File: src/rtl/incdec_dco_pkg.sv
package incdec_dco_pkg;

    // Toggle machine states: two normal, two inserted by corrections.
    typedef enum logic [1:0] {
        TG_HIGH   = 2'd0,
        TG_LOW    = 2'd1,
        TG_LOW_X  = 2'd2,
        TG_HIGH_X = 2'd3
    } tog_state_e;

    // Index of each correction source in the event vectors.
    localparam int EV_CARRY  = 0;
    localparam int EV_BORROW = 1;
    localparam int EV_COUNT  = 2;

    function automatic logic tog_is_low(input tog_state_e s);
        return (s == TG_LOW) || (s == TG_LOW_X);
    endfunction

endpackage

File: src/rtl/incdec_event_catch.sv
module incdec_event_catch
    import incdec_dco_pkg::*;
(
    input  logic                clk,
    input  logic                rst_n,
    input  logic [EV_COUNT-1:0] ev_in,
    input  logic [EV_COUNT-1:0] take,
    output logic [EV_COUNT-1:0] pend
);

    logic [EV_COUNT-1:0] ev_q;
    logic [EV_COUNT-1:0] ev_edge;
    logic [EV_COUNT-1:0] pend_n;

    // One edge detector per correction source.
    for (genvar gi = 0; gi < EV_COUNT; gi++) begin : g_edge
        always_ff @(posedge clk or negedge rst_n) begin
            if (!rst_n) ev_q[gi] <= 1'b0;
            else        ev_q[gi] <= ev_in[gi];
        end
        assign ev_edge[gi] = ev_in[gi] & ~ev_q[gi];
    end

    always_comb begin
        logic new_c;
        logic new_b;
        new_c  = ev_edge[EV_CARRY]  & ~ev_edge[EV_BORROW];
        new_b  = ev_edge[EV_BORROW] & ~ev_edge[EV_CARRY];
        pend_n = pend & ~take;
        // A new event of one kind annihilates an unapplied event of the other.
        if (new_c) begin
            if (pend_n[EV_BORROW]) pend_n[EV_BORROW] = 1'b0;
            else                   pend_n[EV_CARRY]  = 1'b1;
        end
        if (new_b) begin
            if (pend_n[EV_CARRY]) pend_n[EV_CARRY]  = 1'b0;
            else                  pend_n[EV_BORROW] = 1'b1;
        end
    end

    always_ff @(posedge clk or negedge rst_n) begin
        if (!rst_n) pend <= '0;
        else        pend <= pend_n;
    end


    cancel_same_cycle_chk: assert property (@(posedge clk) disable iff (!rst_n)
        (ev_edge[EV_CARRY] && ev_edge[EV_BORROW] && pend == '0) |=> (pend == '0));


    carry_from_edge_chk: assert property (@(posedge clk) disable iff (!rst_n)
        $rose(pend[EV_CARRY]) |-> $past(ev_edge[EV_CARRY]));


    borrow_from_edge_chk: assert property (@(posedge clk) disable iff (!rst_n)
        $rose(pend[EV_BORROW]) |-> $past(ev_edge[EV_BORROW]));

endmodule

File: src/rtl/incdec_toggle_fsm.sv
module incdec_toggle_fsm
    import incdec_dco_pkg::*;
(
    input  logic                clk,
    input  logic                rst_n,
    input  logic [EV_COUNT-1:0] pend,
    output logic [EV_COUNT-1:0] take,
    output logic                id_out
);

    tog_state_e state;
    tog_state_e state_n;

    // State register.
    always_ff @(posedge clk or negedge rst_n) begin
        if (!rst_n) state <= TG_HIGH;
        else        state <= state_n;
    end

    // Next state and consumption of pending corrections.
    always_comb begin
        state_n = state;
        take    = '0;
        unique case (state)
            TG_HIGH: begin
                if (pend[EV_CARRY]) begin
                    state_n        = TG_LOW_X;
                    take[EV_CARRY] = 1'b1;
                end else begin
                    state_n = TG_LOW;
                end
            end
            TG_LOW: begin
                if (pend[EV_BORROW]) begin
                    state_n         = TG_HIGH_X;
                    take[EV_BORROW] = 1'b1;
                end else begin
                    state_n = TG_HIGH;
                end
            end
            TG_LOW_X:  state_n = TG_LOW;
            TG_HIGH_X: state_n = TG_HIGH;
            default:   state_n = TG_HIGH;
        endcase
    end

    // Output register: one pulse per low interval.
    always_ff @(posedge clk or negedge rst_n) begin
        if (!rst_n) id_out <= 1'b0;
        else        id_out <= tog_is_low(state);
    end


    carry_two_lows_chk: assert property (@(posedge clk) disable iff (!rst_n)
        take[EV_CARRY] |-> ##2 id_out ##1 id_out);


    borrow_two_highs_chk: assert property (@(posedge clk) disable iff (!rst_n)
        take[EV_BORROW] |-> ##2 !id_out ##1 !id_out);

endmodule

File: src/rtl/incdec_fb_divider.sv
module incdec_fb_divider #(
    parameter int DIV_N = 4
) (
    input  logic clk,
    input  logic rst_n,
    input  logic id_pulse,
    output logic fb_out
);

    localparam int HALF = DIV_N / 2;
    localparam int CW   = (HALF > 1) ? $clog2(HALF) : 1;
    localparam logic [CW-1:0] LAST = CW'(HALF - 1);

    logic [CW-1:0] cnt;

    always_ff @(posedge clk or negedge rst_n) begin
        if (!rst_n) begin
            cnt    <= '0;
            fb_out <= 1'b0;
        end else if (id_pulse) begin
            if (cnt == LAST) begin
                cnt    <= '0;
                fb_out <= ~fb_out;
            end else begin
                cnt <= cnt + 1'b1;
            end
        end
    end


    fb_moves_on_pulse_chk: assert property (@(posedge clk) disable iff (!rst_n)
        !$stable(fb_out) |-> $past(id_pulse));

endmodule

File: src/rtl/incdec_dco.sv
module incdec_dco
    import incdec_dco_pkg::*;
#(
    parameter int DIV_N = 4
) (
    input  logic clk,
    input  logic rst_n,
    input  logic carry_in,
    input  logic borrow_in,
    output logic id_out,
    output logic fb_out
);

    logic [EV_COUNT-1:0] ev_in;
    logic [EV_COUNT-1:0] pend;
    logic [EV_COUNT-1:0] take;

    assign ev_in[EV_CARRY]  = carry_in;
    assign ev_in[EV_BORROW] = borrow_in;

    incdec_event_catch u_catch (
        .clk   (clk),
        .rst_n (rst_n),
        .ev_in (ev_in),
        .take  (take),
        .pend  (pend)
    );

    incdec_toggle_fsm u_fsm (
        .clk    (clk),
        .rst_n  (rst_n),
        .pend   (pend),
        .take   (take),
        .id_out (id_out)
    );

    if (DIV_N >= 2) begin : g_div
        incdec_fb_divider #(.DIV_N(DIV_N)) u_div (
            .clk      (clk),
            .rst_n    (rst_n),
            .id_pulse (id_out),
            .fb_out   (fb_out)
        );
    end else begin : g_nodiv
        assign fb_out = id_out;
    end


    max_two_pulses_chk: assert property (@(posedge clk) disable iff (!rst_n)
        (id_out && $past(id_out)) |=> !id_out);


    reset_quiet_chk: assert property (@(posedge clk)
        !rst_n |-> (!id_out && !fb_out));

endmodule

File: config.mk
export PLATFORM = sky130hd
export DESIGN_NAME = incdec_dco
export DESIGN_NICKNAME = d
export VERILOG_FILES = /design/src/rtl/incdec_dco_pkg.sv /design/src/rtl/incdec_event_catch.sv /design/src/rtl/incdec_toggle_fsm.sv /design/src/rtl/incdec_fb_divider.sv /design/src/rtl/incdec_dco.sv
export SDC_FILE = /design/constraint.sdc
export NUM_CORES = 1
export LEC_CHECK = 0
export BUFFER_PORTS_ARGS = -buffer_cell sky130_fd_sc_hd__buf_2
export CAP_MARGIN = 20
export CORE_AREA = 2 2 39 41
export CTS_BUF_LIST = sky130_fd_sc_hd__clkbuf_4 sky130_fd_sc_hd__clkbuf_8
export DETAILED_ROUTE_END_ITERATION = 10
export DIE_AREA = 0 0 41 43
export PLACE_DENSITY = 0.59
export SLEW_MARGIN = 20
export SYNTH_ARGS = -nofsm -noshare
export SYNTH_HDL_FRONTEND = slang
export SYNTH_SLANG_ARGS = --single-unit
File: constraint.sdc
create_clock -name clk -period 1.1 [get_ports clk]
set_input_delay 0.22 -clock clk [delete_from_list [all_inputs] [get_ports clk]]
set_output_delay 0.22 -clock clk [all_outputs]
set_load 0.01 [all_outputs]
---- Word-level counts from Yosys, hierarchy flattened ----
Cells that the tools add are included.
cells by class
  $add $sub $neg .......................... 1
  multiply operators ...................... 0
  div/mod/pow operators ................... 0
  order comparisons ....................... 0
  equal/unequal tests ..................... 3
  shift operators ......................... 0
  multiplexer cells ....................... 12
  bitwise gates (word level) .............. 11
  reductions and logical operators ........ 3
operator list
  operator             number
  $mux 2               4
  $pmux 2 s4           1
  $mux 1               7
  $not 1->1            5
  $and 1x1->1          4
  $eq 2x2->1 const B   2
  $and 2x2->2          1
  $eq 2x1->1 const B   1
  $logic_not 2->1      1
  $not 2->2            1
  $reduce_and 2->1     1
  $add 1x1->1 const B  1
  $logic_or 1x1->1     1
word-level totals
  flip-flop bits (word level) ............. 9
  latch bits .............................. 0
  bits in writable memories ............... 0
  memory bits (read-only) ................. 0
  bits of input ports ..................... 4
  output and inout bits ................... 2
  memories ................................ 0

---- Depth between registers and ports, before layout ----
Gate-level depths: netlist of run 1.
  word-level depth ........................ 8
  depth in mapped cells ................... 5
  gate-level depth less buffers ........... 5

---- Cells and area by module ----
A second synthesis of run 1 with hierarchy kept.
second synthesis, totals
  cells, all modules ...................... 32
  area, all modules ....................... 405.4 sq um
by module, submodules not included
  module              times used  cells each  area each (sq um)  sequential area each (sq um)
  incdec_toggle_fsm   1           14          167.7              75.1
  incdec_event_catch  1           13          166.4              100.1
  incdec_fb_divider   1           5           71.3               50.0

---- Least setup slack after synthesis of run 1 ----
Ideal clock, no wire load.
  path kind ............................... register -> register
  start point ............................. register u_fsm.state[1]
  end point ............................... register u_catch.pend[1]
  library setup time ...................... 0.118 ns
  data arrival time ....................... 0.884 ns
  required time ........................... 0.982 ns
  slack ................................... 0.098 ns
  cell stages (with the launch flop) ...... 6
  path buffers ............................ 0
  period minus slack after synthesis ...... 1.002 ns
  path through ............................ dfrtp_1 inv_1 ha_1 nand2b_4 a21oi_1 a21o_1
on the way
  word-level cells in the longest chain between the ends .. 8
  elaborated cells between the ends (all ways) .. 10
  classes of those cells .................. eq/ne (1); mux (6); bitwise (2); reduce/logical (1)
RTL lines
  what                                                  line                      RTL
  start, declared                                       incdec_toggle_fsm.sv:11   tog_state_e state;
  start signal, assigned                                incdec_toggle_fsm.sv:17   else state <= state_n;
  $eq 2x1->1 / $logic_not 2->1 (equally long branches)  incdec_toggle_fsm.sv:24   unique case (state)
  $mux 1                                                incdec_toggle_fsm.sv:24
  $not 2->2 (*)                                         incdec_event_catch.sv:29  pend_n = pend & ~take;
  $and 2x2->2 (*)                                       incdec_event_catch.sv:29
  $mux 1                                                incdec_event_catch.sv:32  if (pend_n[EV_BORROW]) pend_n[EV_BORROW] = 1'b0;
  $mux 2 (*)                                            incdec_event_catch.sv:31  if (new_c) begin
  $mux 1                                                incdec_event_catch.sv:36  if (pend_n[EV_CARRY]) pend_n[EV_CARRY] = 1'b0;
  $mux 2 (*)                                            incdec_event_catch.sv:35  if (new_b) begin
  named net u_catch.pend_n[1]                           incdec_event_catch.sv:13  logic [EV_COUNT-1:0] pend_n;
  end signal, assigned                                  incdec_event_catch.sv:43  else pend <= pend_n;
  end, declared                                         incdec_event_catch.sv:8   output logic [EV_COUNT-1:0] pend
Mark *: on every way through the listed nets, which the timed path passes. The rest lies on a longest branch.
A chain may end at the register's enable or synchronous reset.

---- Final worst setup path of run 1 ----
Ends and elaborated chain as after synthesis.

==> results of run 1 <==
registers in the layout (all words and copies together), names as in the netlist:
name / cells
g_div.u_div.fb_out: 1
u_catch.ev_q: 2
u_fsm.state: 2
g_div.u_div.cnt: 1
u_catch.pend: 2
u_fsm.id_out: 1
repair_timing:
item | CTS | global route
hold endpoints to repair | 9 | 0
setup endpoints to repair | 0 | 2
hold buffers | 1 | 0
resized for setup | 0 | 4
power breakdown:
part | switching, W | total [W] | internal, W
combinational | 0.000210 | 0.000427 | 0.000217
clock | 0.000114 | 0.000279 | 0.000164
sequential | 0.0000932 | 0.000556 | 0.000462
total | 0.000417 | 0.00126 | 0.000844
metal layers:
metal / part of all wire / up-vias
met5: 0 / -
met2: 0.50 / 7
li1: - / 122
met4: 0.025 / 0
met3: 0.064 / 3
met1: 0.41 / 124
worst paths after layout:
| check | endpoint | slack, ns | cells after the start |
|---|---|---|---|
| max in group asynchronous | u_fsm.state[1]$_DFF_PN0_ | 0.60 | 2 |
| worst max-delay path | u_catch.pend[1]$_DFF_PN0_ | 0.05 | 5 |
| worst min register to register | g_div.u_div.cnt$_DFFE_PN0P_ | 0.46 | 1 |
| worst min-delay path | u_catch.ev_q[0]$_DFF_PN0_ | 0.08 | 1 |
| worst max register to register | u_catch.pend[1]$_DFF_PN0_ | 0.05 | 5 |
| min in group asynchronous | g_div.u_div.cnt$_DFFE_PN0P_ | 0.33 | 2 |
cell type report:
cell class                      instances  area, um2  area share
Inverter                                3      11.26     0.02381
Sequential cell                         9      225.2      0.4762
Clock buffer                            4      30.03     0.06349
Multi-Input combinational cell         19      151.4      0.3201
Timing Repair Buffer                    6      35.03     0.07407
Tap cell                               16      20.02     0.04233
worst register-to-register path: cells and delay by family (launching register included):
family                     cells  cell delay, ns
AOI/OAI and AO/OA              2            0.19
and+or+nand+nor                1            0.13
buffers and inverters          1            0.07
adders and majority gates      1            0.19
DFF                            1            0.37
cells by family (layout without fill, tap and decap cells):
| family | after synthesis | after routing |
|---|---|---|
| simple gates | 10 | 10 |
| compound gates | 5 | 5 |
| fa+ha+maj | 2 | 2 |
| buf+inv | 3 | 13 |
| xor+xnor | 2 | 2 |
| flops | 9 | 9 |
synthesized netlist by cell type, types with 2 or more instances:
| cell | count | area share |
|---|---|---|
| nand2_1 | 4 | 0.039 |
| ha_1 | 2 | 0.065 |
| nand3_1 | 2 | 0.026 |
| nand2b_4 | 2 | 0.072 |
| inv_1 | 3 | 0.029 |
| o21ai_1 | 2 | 0.026 |
| dfrtp_1 | 9 | 0.59 |
metrics by stage:
step | utilization | power [W]
global route | 0.3418 | 0.001376
floorplan | - | 0.0008432
CTS | 0.3382 | 0.001258
finish | 0.3418 | 0.001261
global placement | 0.3092 | 0.0009527
detailed placement | 0.3092 | 0.0009652
==> results.md, run 1 <==
- The CTS tree is built.
- Yosys printed 0 warnings.
- In this run the clock root is driven by a clkbuf_4.
- The final antenna diode count is 0.
- The share of cells above drive strength 1 is 0.4146.
- The remaining routing DRC violations is 0.
- The maximum level of the CTS H-tree is 1.
- The post-detailed-route via-to-cell ratio is 4.491.
- The number of buffers and inverters on the critical path is 1.
- The maximum number of pins on one net before global-route repair is 10.
- Data arrives at the worst endpoint at 1.20 ns.
- The flow ran to the end, and the final reports show no timing, DRC or antenna violations.
- The die covers 1763 um2.
- The portion of synthesized area spent on multiplexers is 0.
- The simple-gate share of the synthesized area is 0.1895.
- The finished cells cover 473.0 um2.
- The required arrival time at the worst endpoint is 1.25 ns.
- The total count of hold-check failures in the final report is 0.
- Dividing the detail-routed wire length by the instance count gives 9.930 um.
- Setup violations remaining at the end of the flow were counted as 0.
- The I/O pin count is 6.
- For this run, the leading register cell type out of synthesis is dfrtp_1.
- The unique cell type count in the Yosys netlist is 14.
- The floorplan step defined a core boundary enclosing 1384 um2.
- The startpoint identified for the worst hold timing path is carry_in.
- The final route contains 256 vias.
- Counting tap cells, the placed design contains a total of 52 instances.
- For this run, the total global-route usage over all layers was measured as 0.09026.
- The number of placement rows is 14.
- The tool flagged a number of max-cap violations equal to 0.
- For this run, the detailed router's first-pass iteration total came to 1.
- The via count of the first global-routing pass is 244.
- After routing, the total negative slack on setup checks comes to 0 ns.
- The worst-case clock buffer depth is 2.
- IR analysis of the VDD net gives a maximum drop of 788.8 uV.
- After clock tree synthesis, the setup repair step added 0 buffers.
- The total wirelength of the detailed-routed design is 566 um.
- The final critical delay including setup and external delays is 1.052 ns.
- On the critical path the largest part of the delay comes from flip-flops.
- The remaining antenna violation count is 0.
- The main combinational cell family by area after synthesis is simple AND/OR/NAND/NOR gates.
- The startpoint of the worst-slack reg-to-reg timing path is u_fsm.state[1]$_DFF_PN0_.
- The final instance count without filler cells is 57.
- After the first detailed-routing iteration, the DRC count stood at 0.
- The layer flagged by global routing as most heavily used is met2.
- The layout has 150 filler cells.
- Input and output buffers added on the ports amount to 5.
- Averaged over all synthesized cells, the footprint is 12.35 um2.
- The most common cell after layout, fill and taps aside is dfrtp_1.
- The met3 demand-to-capacity share in global routing is 0.04712.
- Setup repair after global routing left no endpoint under its margin.
- The path class of the tightest hold or removal check is input pin to flop.
- The instance area at placement is 427.9 um2.
- The initial antenna violation count is 0.
- The area fraction in compound gates after synthesis came to 0.08170.
- In the finished design, the share of the clock period the worst path needs comes to 0.9567.
- The beginning of the critical path is u_fsm.state[1]$_DFF_PN0_.
- The max-slew violation count came to 0.
- For the pin with the worst max-slew slack, the measured transition is 0.1971 ns.
- The critical path goes through inv_2, ha_2, nand2b_4, a21oi_1, a21o_1.
- For this run, the top clock speed supported by timing is 950.2 MHz.
- For the final database, setup skew stands at 0.003317 ns.
- Of the total synthesized cell area, the portion taken by full adders, half adders and majority gates is 0.06536.
- The leakage power is 0.2284 nW.
- The congestion estimate from routability-driven global placement came to 0.6300.
- The floorplan die width is 41 um.
- The total overflow left after global routing is 0.
- STA classifies the critical path endpoint as a flop.
- The synthesis-to-layout area growth is 23.53%.
- The total nets after synthesis is 37.
- The part of the Yosys area used for sequential elements is 0.5882.
- The power per unit of standard cell area is 2666 nW/um2.
- The effective utilization at floorplan is 0.2767.
- The combined area of all synthesized cells is 382.9 um2.
- Before CTS, the worst setup slack after placement is 0.03347 ns.
- The net count of the finished layout is 48.
- The global routing met1 resource utilization is 0.09635.
- The cell with the biggest individual delay on the critical path is dfrtp_1.
- The global routing met2 resource utilization is 0.1219.
- After synthesis, the share of flip-flops with an asynchronous set or reset is 1.000.
- The final worst setup slack is 0.04759 ns.
- The vertical die dimension is 43 um.
- The peak fanout along the critical path is 3.
- The number of flops mapped to enable cells by yosys is 0.
- The number of clock sinks is 9.
- Hold timing on the final database bottoms out at a slack of 0.07724 ns.
- The largest stage delay on the critical path is 0.37 ns.
- The post-synthesis xor/xnor area fraction is 0.04575.
- Clock-pin slew was measured on the worst setup and hold paths at 0.06 ns.
- The critical path startpoint category is a flop.
- Measured against its own limit, the worst slew margin works out to 0.8686.
- The clock latency on the worst-skew pair is 0.26 ns.
- In this run, synthesis produced a sequential element count of 9.
- The number of buffers inserted during clock tree synthesis is 3.
- The worst setup path is of the flop to flop kind.
- The number of standard cells after synthesis is 31.
- In the layout the commonest cells are dfrtp_1, buf_2, nand2_1, clkbuf_4.
- The first global-routing pass estimated 979 um of wire.
Note: power is estimated with default switching activity, not from simulation.
==> run 2, diff against run 1 <==
--- a/config.mk
+++ b/config.mk
@@ -5,13 +5,14 @@
 export SDC_FILE = /design/constraint.sdc
 export NUM_CORES = 1
 export LEC_CHECK = 0
+export ABC_AREA = 1
 export BUFFER_PORTS_ARGS = -buffer_cell sky130_fd_sc_hd__buf_2
 export CAP_MARGIN = 20
 export CORE_AREA = 2 2 39 41
 export CTS_BUF_LIST = sky130_fd_sc_hd__clkbuf_4 sky130_fd_sc_hd__clkbuf_8
 export DETAILED_ROUTE_END_ITERATION = 10
 export DIE_AREA = 0 0 41 43
-export PLACE_DENSITY = 0.59
+export PLACE_DENSITY = 0.58
 export SLEW_MARGIN = 20
 export SYNTH_ARGS = -nofsm -noshare
 export SYNTH_HDL_FRONTEND = slang
==> run 2 against run 1 <==
The flow now finishes with violations (setup timing). Routed wire length increased by 4.1%. Combinational power increased by 1%. Final area unchanged.
==> results.md, run 2 <==
- The flow ran to the end, but the final reports show violations.
- The final reports fail on setup timing.
- The final critical delay including setup and external delays is 1.109 ns (+0.05616 ns).
- Setup repair after global routing could not meet its margin everywhere.
- The overall die area came to 1763 um2 (unchanged).
- The initial detailed-routing violation count is 1 (+1).
- The remaining routing DRC violations was 0 (unchanged).
- The maximum clock skew at final layout was 0.003079 ns (-0.0002379 ns).
- The cell taking the most area after synthesis is dfrtp_1.
- The worst register-to-register path begins at u_fsm.state[0]$_DFF_PN0_.
- The worst slew margin relative to its limit came to 0.8598 (-0.008754).
- The slowest stage of the critical path belongs to the cell dfrtp_1.
- The setup path with the least slack is of type flop to flop.
- The worst reg2reg path endpoint is u_fsm.state[1]$_DFF_PN0_.
- The worst endpoint data arrival time is 1.25 ns (+0.05 ns).
- Ranked by total cell area, the synthesized netlist is headed by dfrtp_1, nand2_1, ha_1.
- The worst voltage drop across the vdd grid is 1175 uV (+49%).
- The sequential cell area is 225.2 um2 (unchanged).
- The leakage power came to 0.2382 nW (+4.3%).
- The number of standard cells after synthesis is 36 (+16%).
- The worst hold path stage count is 1 (unchanged).
- The Yosys warning count is 0 (unchanged).
- The maximum level of the CTS H-tree came to 1 (unchanged).
- The clock transition at the registers of the reported paths is 0.06 ns (about the same).
- The total global routing track utilization came to 0.09756 (+0.007297).
- The pre-CTS worst setup slack is -0.01262 ns (-0.04609 ns).
- The total wirelength of the detailed-routed design is 589 um (+4.1%).
- The total via count in the routed design came to 260 (+1.6%).
- The final antenna diode count came to 0 (unchanged).
- The largest registers in the layout are u_catch.ev_q: 2 flops, u_catch.pend: 2 flops, u_fsm.state: 2 flops.
- The endpoint class of the critical path is a flop.
- By count the netlist is led by dfrtp_1, nand2_1, inv_1, ha_1, nand3_1.
- The logic depth of the worst register-to-register path is 5 (unchanged).
- Detailed placement ended at an HPWL of 422.3 um.
- The count of input and output buffers is 5 (unchanged).
- The peak fanout along the critical path was 3 (unchanged).
- The floorplan die width is 41 um (unchanged).
- The unique cell type count in the Yosys netlist is 13 (-1).
- The I/O pin count is 6 (unchanged).
- The register-to-register path setup slack is -0.009 ns (-0.06 ns).
- The clock latency on the worst-skew pair is 0.26 ns (about the same).
- The achievable frequency is 902.1 MHz (-5.1%).
- The part of the cycle the worst path needs is 1.008 (+0.05106).
- The share of flip-flops with an asynchronous set or reset is 1.000 (unchanged).
- The max-slew violation count was 0 (unchanged).
- The vertical die dimension is 43 um (unchanged).
- The critical path startpoint category is a flop.
- The initial antenna violation count was 0 (unchanged).
- The part of the Yosys area used for sequential elements is 0.6081 (+0.01987).
- The wire length per cell after detailed routing came to 9.203 um (-7.3%).
- The buffer type at the clock tree root is clkbuf_4.
- The share of the core filled with cells is 0.3418 (unchanged).
- The max capacitance violation total was 0 (unchanged).
- The filler cell count in the final layout is 143 (-4.7%).
- The number of placement rows came to 14 (unchanged).
- The cell count after placement is 58 (+12%).
- The standard cell core area is 1384 um2 (unchanged).
- The net count of the finished layout was 55 (+15%).
- The number of buffers inserted during clock tree synthesis is 3 (unchanged).
- The effective utilization at floorplan is 0.2676 (-0.009042).
- The mean cell area of the mapped netlist came to 10.29 um2 (-17%).
- The first-pass iteration count of the detailed router is 2 (+1).
- The last weighted congestion value of the routability-driven placer came to 0.7406 (+18%).
- TritonCTS built the clock tree.
- The number of clock sinks was 9 (unchanged).
- The worst-case clock buffer depth was 2 (unchanged).
- The residual overflow from global routing came to 0 (unchanged).
- The final instance count without filler cells is 64 (+12%).
- The area share of the largest cell type after synthesis was 0.6081 (+0.01987).
- The combined area of all synthesized cells is 370.4 um2 (-3.3%).
- The type of the worst min-delay path is input pin to flop.
- The share of cells above drive strength 1 was 0.3333 (-0.08130).
- The signal on the critical path passes through inv_2, ha_1, inv_1, or2_1, a21boi_0.
- The first-pass GRT wire length is 993 um (+1.4%).
- The worst hold endpoint is u_catch.ev_q[0]$_DFF_PN0_.
- The via count of the first global-routing pass came to 244 (unchanged).
- The power per unit of standard cell area is 2639 nW/um2 (-1.0%).
- The synthesis-to-layout area growth is 27.70%.
- The total nets after synthesis is 42 (+14%).
- The number of flip-flops and latches in the synthesized netlist is 9 (unchanged).
- The maximum number of pins on one net before global-route repair is 10 (unchanged).
- The number of flops mapped to enable cells by yosys is 0 (unchanged).
- The measured slew at the worst slew-check pin is 0.2102 ns (+0.01313 ns).
- The remaining antenna violation count is 0 (unchanged).
- The required arrival time at the worst endpoint was 1.24 ns (about the same).
- The total count of hold-check failures in the final report is 0 (unchanged).
- The top cell types in the final layout, fill and taps aside, are nand2_1, dfrtp_1, buf_2.
- The area taken by multi-input logic gates was 125.1 um2 (-17%).
- The post-detailed-route via-to-cell ratio is 4.063 (-9.5%).
- The final worst setup slack is -0.008577 ns (-0.05616 ns).
- For this run, the leading register cell type out of synthesis is dfrtp_1.
- In this run the most critical hold path is launched from carry_in.
- The number of setup violations in the final report came to 1 (+1).
- The largest stage delay on the critical path was 0.40 ns (+0.03 ns).
run 2: repair_timing:
| item | in CTS | in global routing |
|---|---|---|
| gates cloned | 0 | 0 |
| hold buffers | 1 | 0 |
| endpoints found under the setup margin | 1 | 2 |
| buffers inserted | 1 | 0 |
| hold endpoints to repair | 9 | 0 |
| resized for setup | 2 | 2 |
run 2: per-layer routing:
metal	up-vias	share of wire	track usage
met2	8	0.42	0.1219
met4	0	0.046	0.1000
li1	134	-	-
met3	5	0.092	0.07853
met5	-	0	0
met1	113	0.44	0.09030
run 2: worst max-delay path by stage:
stage,from,end,depth (start not counted),slack (ns)
2_1_floorplan,u_fsm.state[0]$_DFF_PN0_,u_fsm.state[1]$_DFF_PN0_,5,0.04
3_3_place_gp,u_fsm.state[0]$_DFF_PN0_,u_fsm.state[1]$_DFF_PN0_,5,0.02
3_5_place_dp,u_fsm.state[0]$_DFF_PN0_,u_fsm.state[1]$_DFF_PN0_,5,-0.01
4_1_cts,u_fsm.state[0]$_DFF_PN0_,u_fsm.state[1]$_DFF_PN0_,5,0.002
5_1_grt,u_fsm.state[1]$_DFF_PN0_,u_fsm.state[1]$_DFF_PN0_,5,-0.06
6_report,u_fsm.state[0]$_DFF_PN0_,u_fsm.state[1]$_DFF_PN0_,5,-0.009
run 2: report_power, final:
part	total (W)	leakage, nW	internal, W	switching, W
Clock	0.000272	0.0184	0.000164	0.000108
Combinational	0.000433	0.111	0.000217	0.000217
Sequential	0.000543	0.109	0.000462	0.0000809
Total	0.00125	0.238	0.000843	0.000406
run 2: cell type report:
| type | instances | area share |
|---|---|---|
| Clock buffer | 4 | 0.06349 |
| Multi-Input combinational cell | 21 | 0.2646 |
| Tap cell | 16 | 0.04233 |
| Inverter | 6 | 0.04762 |
| Sequential cell | 9 | 0.4762 |
| Timing Repair Buffer | 8 | 0.1058 |
run 2: cell families (layout without fill, tap and decap cells):
| logic type | after synthesis | after routing | synth area share |
|---|---|---|---|
| compound gates | 3 | 3 | 0.05406 |
| xor+xnor | 2 | 2 | 0.04731 |
| fa+ha+maj | 2 | 2 | 0.06756 |
| buf+inv | 6 | 18 | 0.06081 |
| flops | 9 | 9 | 0.6081 |
| simple gates | 14 | 14 | 0.1622 |
run 2: per-stage QoR:
stage | hold slack (ns) | instance area (um2) | TNS (ns) | total power, W
final | 0.07689 | 473.0 | -0.008577 | 0.001248
after floorplan | -0.07559 | 370.4 | 0 | 0.0007935
after global placement | 0.08339 | 422.9 | 0 | 0.0009226
after global routing | 0.06506 | 473.0 | -0.06001 | 0.001358
after detailed placement | 0.07926 | 422.9 | -0.01262 | 0.0009354
after CTS | 0.07031 | 470.5 | 0 | 0.001251
run 2: worst max-delay path, delay by kind of cell, from the launching register on:
family	cells	cell delay, ns
flip-flops	1	0.40
AND/OR/NAND/NOR	1	0.21
adder cells (fa/ha/maj)	1	0.13
AO/OA/AOI/OAI	1	0.13
buffers and inverters	2	0.12
==> run 3, diff against run 2 <==
--- a/config.mk
+++ b/config.mk
@@ -5,14 +5,15 @@
 export SDC_FILE = /design/constraint.sdc
 export NUM_CORES = 1
 export LEC_CHECK = 0
-export ABC_AREA = 1
+export ABC_AREA = 0
 export BUFFER_PORTS_ARGS = -buffer_cell sky130_fd_sc_hd__buf_2
 export CAP_MARGIN = 20
 export CORE_AREA = 2 2 39 41
 export CTS_BUF_LIST = sky130_fd_sc_hd__clkbuf_4 sky130_fd_sc_hd__clkbuf_8
 export DETAILED_ROUTE_END_ITERATION = 10
 export DIE_AREA = 0 0 41 43
-export PLACE_DENSITY = 0.58
+export HOLD_SLACK_MARGIN = 0.15
+export PLACE_DENSITY = 0.59
 export SLEW_MARGIN = 20
 export SYNTH_ARGS = -nofsm -noshare
 export SYNTH_HDL_FRONTEND = slang
==> run 3 against run 2 <==
Sequential share of layout area fell by 1.5 points. Worst hold slack gained 0.25 ns. The flow now finishes without violations. Non-clock buffer count is 1 lower.
==> results.md, run 3 (same netlist as run 1, synthesis figures left out) <==
- The global routing met1 resource utilization is 0.1030 (+0.01269).
- Setup repair after global routing left no endpoint under its margin.
- The required arrival time at the worst endpoint came to 1.25 ns (about the same).
- The run finished with clean final reports.
- The total setup buffers inserted after CTS is 0 (-1).
- The first-pass iteration count of the detailed router is 1 (-1).
- The number of clock sinks came to 9 (unchanged).
- The CTS tree is built.
- The post-detailed-route via-to-cell ratio is 4.448 (+9.5%).
- The wire length per cell after detailed routing was 9.793 um (+6.4%).
- The max capacitance violation total is 0 (unchanged).
- The worst endpoint data arrival time is 1.20 ns (-0.05 ns).
- The floorplan die width is 41 um (unchanged).
- Walking the worst path, the cells encountered are inv_2, ha_2, nand2b_4, a21oi_1, a21o_1.
- The minimum hold slack is 0.3292 ns (+0.2523 ns).
- The worst setup path is captured at a flop.
- The global routing met2 resource utilization is 0.1250 (+0.003125).
- The I/O pin count came to 6 (unchanged).
- The sum of buffers and inverters on the critical path is 1 (-1).
- The initial antenna violation count is 0 (unchanged).
- In the layout the commonest cells are dfrtp_1, nand2_1, clkbuf_4, buf_2, dlygate4sd3_1.
- The measured slew at the worst slew-check pin is 0.1971 ns (-0.01313 ns).
- The sequential cell area is 225.2 um2 (unchanged).
- The number of setup violations in the final report was 0 (-1).
- The worst-case clock buffer depth was 2 (unchanged).
- The part of the cycle the worst path needs came to 0.9568 (-0.05104).
- The maximum clock skew at final layout is 0.003376 ns (+0.0002970 ns).
- The instance area at placement is 427.9 um2 (+1.2%).
- The met3 demand-to-capacity share in global routing was 0.04712 (-0.03141).
- The internal portion of total power is 0.0008473 W (+0.56%).
- The residual overflow from global routing is 0 (unchanged).
- The total global routing track utilization was 0.09331 (-0.004255).
- The startpoint of the worst-slack reg-to-reg timing path is u_fsm.state[1]$_DFF_PN0_.
- The largest registers in the layout are u_catch.ev_q: 2 flops, u_catch.pend: 2 flops, u_fsm.state: 2 flops.
- The maximum number of pins on one net before global-route repair is 10 (unchanged).
- The share of cells above drive strength 1 is 0.3810 (+0.04762).
- The area of all placed cells without fillers is 488.0 um2 (+3.2%).
- The share of total power in combinational logic is 0.340 (-0.007).
- The remaining antenna violation count was 0 (unchanged).
- The final antenna diode count came to 0 (unchanged).
- The worst setup path is launched from a flop.
- The switching share of power was 0.3301 (+0.005048).
- The largest stage delay on the critical path came to 0.37 ns (-0.03 ns).
- The fraction of power consumed by sequential logic is 0.439 (+0.004).
- The effective utilization at floorplan is 0.2767 (+0.009042).
- The power per unit of standard cell area is 2592 nW/um2 (-1.8%).
- The initial detailed-routing violation count is 0 (-1).
- The largest individual stage delay along the critical path comes from the cell dfrtp_1.
- The worst slew margin relative to its limit is 0.8686 (+0.008754).
- The standard cell core area is 1384 um2 (unchanged).
- The achievable frequency came to 950.2 MHz (+5.3%).
- The max-slew violation count is 0 (unchanged).
- The clock transition at the registers of the reported paths is 0.06 ns (about the same).
- The worst voltage drop across the vdd grid came to 788.8 uV (-33%).
- The via count of the first global-routing pass was 253 (+3.7%).
- The vertical die dimension is 43 um (unchanged).
- The kind of cell adding the most delay to the critical path is flip-flops.
- The leakage power is 0.2329 nW (-2.3%).
- Leaving out fill and tap cells, the most frequent cell in the layout is dfrtp_1.
- The total count of hold-check failures in the final report is 0 (unchanged).
- The remaining routing DRC violations is 0 (unchanged).
- The clock latency on the worst-skew pair is 0.26 ns (about the same).
- After global routing, the most crowded layer is met2.
- The cell sitting at the root of the clock tree is a clkbuf_4.
- The total negative setup slack was 0 ns (+0.008577 ns).
- The net count of the finished layout is 49 (-11%).
- The synthesis-to-layout area growth is 27.45%.
- The first-pass GRT wire length is 1.021 mm (+2.8%).
- The total wirelength of the detailed-routed design is 568 um (-3.6%).
- By startpoint and endpoint, the worst setup path is classified as flop to flop.
- The critical path starts at u_fsm.state[1]$_DFF_PN0_.
- The number of placement rows is 14 (unchanged).
- The total via count in the routed design is 258 (-0.77%).
- The filler cell count in the final layout is 146 (+2.1%).
- The clock network fraction of total power is 0.220 (+0.002).
- The power dissipated by switching net loads is 0.0004174 W (+2.9%).
- The number of buffers inserted during clock tree synthesis came to 3 (unchanged).
- The last weighted congestion value of the routability-driven placer came to 0.6300 (-15%).
- The final critical delay including setup and external delays is 1.052 ns (-0.05614 ns).
- The area taken by multi-input logic gates is 151.4 um2 (+21%).
- In this run the worst hold path is classified as input pin to async pin.
- The peak fanout along the critical path is 3 (unchanged).
- The count of input and output buffers is 5 (unchanged).
- The overall die area is 1763 um2 (unchanged).
- The maximum level of the CTS H-tree is 1 (unchanged).
==> run 3: cell types whose count changed in the layout (fill, tap and decap cells not counted), sizes merged, moves of 2 or more <==
cell,delta
nand2,-5
buf,-3
inv,-3
dlygate4sd3,+2
nand2b,+2
o21ai,+2
==> run 3: per-layer routing <==
| layer | wire length [um] | part of all wire | vias to the layer above |
|---|---|---|---|
| met2 | 283 | 0.50 | 7 |
| met4 | 14 | 0.025 | 0 |
| met5 | 0 | 0 | - |
| met3 | 36 | 0.063 | 3 |
| li1 | - | - | 124 |
| met1 | 232 | 0.41 | 124 |
==> run 3: repair_timing <==
| action | in CTS | in global routing |
|---|---|---|
| setup endpoints to repair | 0 | 2 |
| hold buffers | 3 | 0 |
| endpoints found under the hold margin | 11 | 0 |
| resized for setup | 0 | 4 |
==> run 3: cell type report <==
class,count,share of cell area
repair buffers,7,0.1026
flip-flops and latches,9,0.4615
clock buffers,4,0.06154
inverters,3,0.02308
multi-input cells,19,0.3103
well taps,16,0.04103
==> run 3: per-stage QoR <==
stage | std cells | power (W) | util | worst slack, ns
floorplan | 31 | 0.0008432 | - | 0.09801
global placement | 52 | 0.0009527 | 0.3092 | 0.05126
detailed placement | 52 | 0.0009652 | 0.3092 | 0.03347
CTS | 59 | 0.001263 | 0.3526 | 0.01531
global route | 58 | 0.001380 | 0.3526 | 0.007833
finish | 58 | 0.001265 | 0.3526 | 0.04757
==> run 3: power groups by stage <==
stage / sequential [W] / clock, W / combinational, W
global placement: 0.000557 / 0 / 0.000396
CTS: 0.000552 / 0.000292 / 0.000420
global route: 0.000577 / 0.000318 / 0.000485
detailed placement: 0.000560 / 0 / 0.000406
floorplan: 0.000567 / 0 / 0.000276
finish: 0.000556 / 0.000279 / 0.000431
==> run 3: path summary, 6_finish.rpt <==
check / slack (ns) / cells past startpoint / endpoint
hold reg to reg: 0.46 / 1 / g_div.u_div.cnt$_DFFE_PN0P_
setup reg to reg: 0.05 / 5 / u_catch.pend[1]$_DFF_PN0_
hold / removal: 0.33 / 2 / g_div.u_div.cnt$_DFFE_PN0P_
max in group asynchronous: 0.60 / 2 / u_fsm.state[1]$_DFF_PN0_
min in group clk: 0.46 / 1 / g_div.u_div.cnt$_DFFE_PN0P_
setup / recovery: 0.05 / 5 / u_catch.pend[1]$_DFF_PN0_
==> run 3: worst reg2reg max path, delay by kind of cell, from the launching register on <==
kind | cells | cell delay (ns)
AND/OR/NAND/NOR | 1 | 0.13
AO/OA/AOI/OAI | 2 | 0.19
buffers and inverters | 1 | 0.07
adder cells (fa/ha/maj) | 1 | 0.19
flip-flops | 1 | 0.37
